## src/rtl/lnk_mode_pkg.sv

```systemverilog
package lnk_mode_pkg;
    localparam int NMODE  = 4;
    localparam int DATA_W = 16;

    localparam int A_CTRL = 'h00;
    localparam int A_STAT = 'h01;
    localparam int A_ADV  = 'h04;
    localparam int A_PSTS = 'h10;

    localparam int B_SPD  = 13;
    localparam int B_ANEG = 12;
    localparam int B_RST  = 9;
    localparam int B_FDX  = 8;
    localparam int B_ABLO = 5;

    localparam logic [DATA_W-1:0] STAT_FIXED = 16'h7849;
    localparam logic [4:0]        ADV_SEL    = 5'b00001;

    typedef struct packed {
        logic spd100;
        logic aneg;
        logic restart;
        logic fdx;
    } ctrl_t;

    typedef struct packed {
        logic vld;
        logic spd100;
        logic fdx;
        logic done;
    } res_t;

    typedef struct packed {
        ctrl_t            ctrl;
        logic [NMODE-1:0] adv;
        res_t             res;
    } state_t;
endpackage

```

## src/rtl/lnk_strap_dec.sv

```systemverilog
module lnk_strap_dec
    import lnk_mode_pkg::*;
(
    input  logic             aneg_i,
    input  logic [1:0]       mode_i,
    output ctrl_t            ctrl_o,
    output logic [NMODE-1:0] adv_o
);
    always_comb begin
        ctrl_o         = '0;
        ctrl_o.aneg    = aneg_i;
        ctrl_o.restart = 1'b0;
        adv_o          = '1;
        if (aneg_i) begin
            ctrl_o.spd100 = 1'b1;
            ctrl_o.fdx    = 1'b1;
            unique case (mode_i)
                2'b00:   adv_o = 4'b0011;
                2'b01:   adv_o = 4'b1100;
                2'b10:   adv_o = 4'b0101;
                default: adv_o = 4'b1111;
            endcase
        end else begin
            ctrl_o.spd100 = mode_i[1];
            ctrl_o.fdx    = mode_i[0];
        end
    end
endmodule

```

## src/rtl/lnk_prio_pick.sv

```systemverilog
module lnk_prio_pick #(
    parameter int N = 4
) (
    input  logic [N-1:0] common_i,
    output logic [N-1:0] pick_o,
    output logic         any_o
);
    always_comb begin
        pick_o = '0;
        for (int i = 0; i < N; i++) begin
            if (common_i[i]) begin
                pick_o    = '0;
                pick_o[i] = 1'b1;
            end
        end
        any_o = |common_i;
        p_pick_onehot_r4: assert ($onehot0(pick_o));
    end
endmodule

```

## src/rtl/lnk_mode_sel.sv

```systemverilog
module lnk_mode_sel
    import lnk_mode_pkg::*;
#(
    parameter int ADDR_W = 5
) (
    input  logic              clk,
    input  logic              rst_n,
    input  logic              strap_aneg_i,
    input  logic [1:0]        strap_mode_i,
    input  logic [15:0]       partner_word_i,
    input  logic              link_ok_i,
    input  logic [ADDR_W-1:0] reg_addr_i,
    input  logic              reg_wr_i,
    input  logic [15:0]       reg_wdata_i,
    output logic [15:0]       reg_rdata_o,
    output logic              spd_100_o,
    output logic              full_dup_o,
    output logic              mode_vld_o
);
    state_t           st_d, st_q;
    ctrl_t            strap_ctrl;
    logic [NMODE-1:0] strap_adv;
    logic [NMODE-1:0] common, pick;
    logic             any_common;
    logic             link_good;

    lnk_strap_dec u_strap (
        .aneg_i (strap_aneg_i),
        .mode_i (strap_mode_i),
        .ctrl_o (strap_ctrl),
        .adv_o  (strap_adv)
    );

    assign common = st_q.adv & partner_word_i[B_ABLO +: NMODE];

    lnk_prio_pick #(.N(NMODE)) u_pick (
        .common_i (common),
        .pick_o   (pick),
        .any_o    (any_common)
    );

    always_comb begin
        st_d              = st_q;
        st_d.ctrl.restart = 1'b0;
        if (st_q.ctrl.restart) begin
            st_d.res = '0;
        end else if (st_q.ctrl.aneg) begin
            st_d.res.vld    = any_common;
            st_d.res.spd100 = pick[3] | pick[2];
            st_d.res.fdx    = pick[3] | pick[1];
            st_d.res.done   = any_common;
        end else begin
            st_d.res.vld    = 1'b1;
            st_d.res.spd100 = st_q.ctrl.spd100;
            st_d.res.fdx    = st_q.ctrl.fdx;
            st_d.res.done   = 1'b0;
        end
        if (reg_wr_i) begin
            if (int'(reg_addr_i) == A_CTRL) begin
                st_d.ctrl.spd100  = reg_wdata_i[B_SPD];
                st_d.ctrl.aneg    = reg_wdata_i[B_ANEG];
                st_d.ctrl.restart = reg_wdata_i[B_RST];
                st_d.ctrl.fdx     = reg_wdata_i[B_FDX];
            end else if (int'(reg_addr_i) == A_ADV) begin
                st_d.adv = reg_wdata_i[B_ABLO +: NMODE];
            end
        end
        if (!rst_n) begin
            st_d.ctrl = strap_ctrl;
            st_d.adv  = strap_adv;
            st_d.res  = '0;
        end
    end

    always_ff @(posedge clk) begin
        st_q <= st_d;
    end

    assign spd_100_o  = st_q.res.spd100;
    assign full_dup_o = st_q.res.fdx;
    assign mode_vld_o = st_q.res.vld;
    assign link_good  = link_ok_i & st_q.res.vld;

    always_comb begin
        reg_rdata_o = '0;
        case (int'(reg_addr_i))
            A_CTRL: begin
                reg_rdata_o[B_SPD]  = st_q.ctrl.spd100;
                reg_rdata_o[B_ANEG] = st_q.ctrl.aneg;
                reg_rdata_o[B_RST]  = st_q.ctrl.restart;
                reg_rdata_o[B_FDX]  = st_q.ctrl.fdx;
            end
            A_STAT: begin
                reg_rdata_o    = STAT_FIXED;
                reg_rdata_o[5] = st_q.res.done;
                reg_rdata_o[4] = partner_word_i[13];
                reg_rdata_o[2] = link_good;
            end
            A_ADV: begin
                reg_rdata_o[4:0]             = ADV_SEL;
                reg_rdata_o[B_ABLO +: NMODE] = st_q.adv;
            end
            A_PSTS: begin
                reg_rdata_o[0] = link_good;
                reg_rdata_o[1] = link_good & ~st_q.res.spd100;
                reg_rdata_o[2] = link_good & st_q.res.fdx;
                reg_rdata_o[4] = st_q.res.done;
            end
            default: reg_rdata_o = '0;
        endcase
    end

    p_restart_selfclr_r8: assert property (@(posedge clk) disable iff (!rst_n)
        (st_q.ctrl.restart && !reg_wr_i) |=> !st_q.ctrl.restart);

    p_restart_blank_r8: assert property (@(posedge clk) disable iff (!rst_n)
        st_q.ctrl.restart |=> (!mode_vld_o && !st_q.res.done));

    p_no_common_r5: assert property (@(posedge clk) disable iff (!rst_n)
        (st_q.ctrl.aneg && !st_q.ctrl.restart &&
         ((st_q.adv & partner_word_i[8:5]) == '0)) |=> (!mode_vld_o && !st_q.res.done));

    p_forced_follow_r6: assert property (@(posedge clk) disable iff (!rst_n)
        (!st_q.ctrl.aneg && !st_q.ctrl.restart) |=>
        (mode_vld_o && spd_100_o == $past(st_q.ctrl.spd100) &&
         full_dup_o == $past(st_q.ctrl.fdx)));
endmodule

```

## config.mk

```make
export PLATFORM = sky130hd
export DESIGN_NAME = lnk_mode_sel
export DESIGN_NICKNAME = d
export VERILOG_FILES = /design/src/rtl/lnk_mode_pkg.sv /design/src/rtl/lnk_strap_dec.sv /design/src/rtl/lnk_prio_pick.sv /design/src/rtl/lnk_mode_sel.sv
export SDC_FILE = /design/constraint.sdc
export NUM_CORES = 1
export LEC_CHECK = 0
export BUFFER_PORTS_ARGS = -buffer_cell sky130_fd_sc_hd__clkbuf_2
export CORE_ASPECT_RATIO = 0.75
export CORE_MARGIN = 5
export CORE_UTILIZATION = 41
export DETAILED_ROUTE_END_ITERATION = 10
export PLACE_DENSITY = 0.84
export SYNTH_ARGS = -nofsm -noshare
export SYNTH_HDL_FRONTEND = slang
export SYNTH_SLANG_ARGS = --single-unit
```

## constraint.sdc

```tcl
create_clock -name clk -period 2.55 [get_ports clk]
set_input_delay 0.255 -clock clk [delete_from_list [all_inputs] [get_ports clk]]
set_output_delay 0.255 -clock clk [all_outputs]
set_load 0.01 [all_outputs]
```

==> impl_metrics.tcl <==
set metrics [dict create \
    status "finished, final reports clean" \
    clock_path_buffers 2 \
    crit_buf_inv 2 \
    setup_tns_ns 0 \
    hold_viol_final 0 \
    p_leak_uw 0.000546 \
    pre_cts_slack_ns 0.953 \
    whs_endpoint "st_q[9]$_SDFF_PN0_" \
    worstSetupStartpointType "input port" \
    cts_tree "done" \
    required_ns 2.30 \
    synthAdderAreaFrac_pct 6.50 \
    multi_input_area_um2 412 \
    power_density_nw_per_um2 447 \
    port-buffer-count 40 \
    coreArea_um2 1760 \
    clock_sinks 12 \
    die_y_um 47.5 \
    synth_xor_area_share_pct 0 \
    final_cell_mix "clkbuf_2, nor2_1, edfxtp_1, a31o_2, dfxtp_1" \
    period_share_pct 62.7 \
    worstHoldStart "reg_wdata_i[9]" \
    postSynthAreaPerCell_um2 9.87 \
    critical_path.top_delay_family "simple AND/OR/NAND/NOR gates" \
    async_flop_share_pct 0 \
    yosysWarnings 0 \
    first_iter_violations 40 \
    cts_setup_buffers 0 \
    synth_compound_area_share_pct 24.1 \
    antenna_left 0 \
    hold_path_class "input port to register" \
    yosysSeqAreaShare_pct 40.3 \
    synth_mux_area_share_pct 1.30 \
    cpMostUsedCell "clkbuf_2" \
    rsz0062_at_grt "false" \
    fin_crit_ns 1.60 \
    critPathMaxFanout 10 \
    layout_commonest_cell "clkbuf_2" \
    irDropWorstVdd_uv 237 \
    hold_depth 2 \
    dp_hpwl_um 1580 \
    antennaDiodeCount 0 \
    syn_area_um2 769 \
    cp_cell_sequence "clkbuf_2 > nor3_1 > and3b_1 > o211a_1 > clkbuf_2" \
    fill_cells 157 \
    drc_errors 0 \
    layout-drive-gt1-share_pct 43.1 \
    vias 744 \
    area_growth_syn_to_layout_pct 27.8 \
    layout_setup_ws_ns 0.952 \
    grtUsageTotal_pct 14.2 \
    r2r_end "mode_vld_o$_SDFF_PP0_" \
    slew_viol_final 0 \
    slowest_stage "and3b_1" \
    root_buffer "clkbuf_4" \
    ctsHoldBuffers 0 \
    start_util_pct 43.8 \
    htreeDepth 1 \
    cp-end-kind "output pin" \
    path_class "input port to output pin" \
    max_freq_ghz 0.626 \
    antenna_found_initial 0 \
    rows 13 \
    cts_resized 0 \
    synth_ff_type "edfxtp_1" \
    yosys.area_share.simple_pct 20.7 \
    cts_buffers 3 \
    synth_top_family_by_area "compound AO/OA/AOI/OAI gates" \
    nets 165 \
    firstDrtPassIters 4 \
    grt_max_degree 18 \
    reg2regPathDepth 3 \
    routedWlPerCell_um 13.8 \
    clk_pin_slew_ns 0.07 \
    insertion_delay_ns 0.27 \
    synth_cell_type_count 33 \
    ioPinCount 63 \
    grt_overflow 0 \
    ff_latch_area_um2 310 \
    cap_violations 0 \
    die-width_um 60.0 \
    postLayoutCoreUtil_pct 56.0 \
    place_congestion 0.752 \
    synthCells 78 \
    grt_pass1_vias 672 \
    dieArea_um2 2850 \
    slowest_delay_ns 0.41 \
    synth_edf_count 7 \
    ys_seq_elements 12 \
    avgViaCountPerCell 5.39 \
    worst_clock_skew_ns 0.00519 \
    power_uw 440 \
    reg2reg_slack_ns 1.33 \
    crit_arrival_ns 1.34 \
    setup_viol 0 \
    wl_um 1910 \
    rr_startpoint "st_q[7]$_DFFE_PP_" \
    grt_first_pass_wirelength_um 2960 \
]
[cells by family (layout without fill, tap and decap cells)]
family	Yosys count	count (layout)
buf+inv	9	46
compound gates	23	23
mux	1	1
flops	12	12
simple gates	28	28
fa+ha+maj	4	4
other cells	1	2
[state kept, by name, summed over array words and instances (netlist names)]
name        count
mode_vld_o      1
st_q            9
full_dup_o      1
spd_100_o       1
[where the power goes]
part           total, µW  internal [µW]  switching, µW  leakage, µW
clock                118           60.5           57.9    0.0000150
combinational       85.6           40.7           44.8     0.000421
sequential           236            224           11.5     0.000110
[worst max path at each step]
stage | endpoint | slack, ns | depth (start not counted) | startpoint
2_1_floorplan | reg_rdata_o[0] | 1.27 | 4 | reg_addr_i[4]
3_3_place_gp | reg_rdata_o[2] | 1.05 | 5 | reg_addr_i[4]
3_5_place_dp | reg_rdata_o[2] | 0.95 | 5 | reg_addr_i[4]
4_1_cts | reg_rdata_o[2] | 0.95 | 5 | reg_addr_i[4]
5_1_grt | reg_rdata_o[2] | 0.85 | 5 | reg_addr_i[4]
6_report | reg_rdata_o[2] | 0.95 | 5 | reg_addr_i[4]
[cells in the mapped netlist, types with 2 or more instances]
cell,count,area (µm²)
a31o_2,5,43.8
nor2b_1,2,12.5
and3_1,4,25.0
and3b_1,2,17.5
a21o_1,3,22.5
inv_1,2,7.51
ha_1,4,50.1
buf_4,4,30.0
a21oi_1,4,20.0
nor2_1,9,33.8
buf_2,2,10.0
nand2_1,2,7.51
a22o_1,3,26.3
dfxtp_1,5,100
edfxtp_1,7,210
nand2b_1,2,12.5
and2_1,2,12.5
[final cells by class]
class | count | area share (%)
Multi-Input combinational cell | 58 | 41.9
Sequential cell | 12 | 31.6
Timing Repair Buffer | 40 | 20.4
Tap cell | 22 | 2.80
Clock buffer | 4 | 2.67
Inverter | 2 | 0.763
[per-layer routing]
layer,wire [µm],global-route usage (%)
met5,0,0
met4,16,4.87
met3,209,6.20
met1,849,17.2
met2,833,23.1
[through the flow]
step | hold slack, ns | cell area [µm²] | cells
final | 0.218 | 983 | 138
after global routing | 0.233 | 983 | 138
after CTS | 0.216 | 983 | 138
after detailed placement | 0.496 | 957 | 134
after global placement | 0.493 | 957 | 134
after floorplan | 0.408 | 773 | 79
Note: power is estimated with default switching activity, not from simulation.
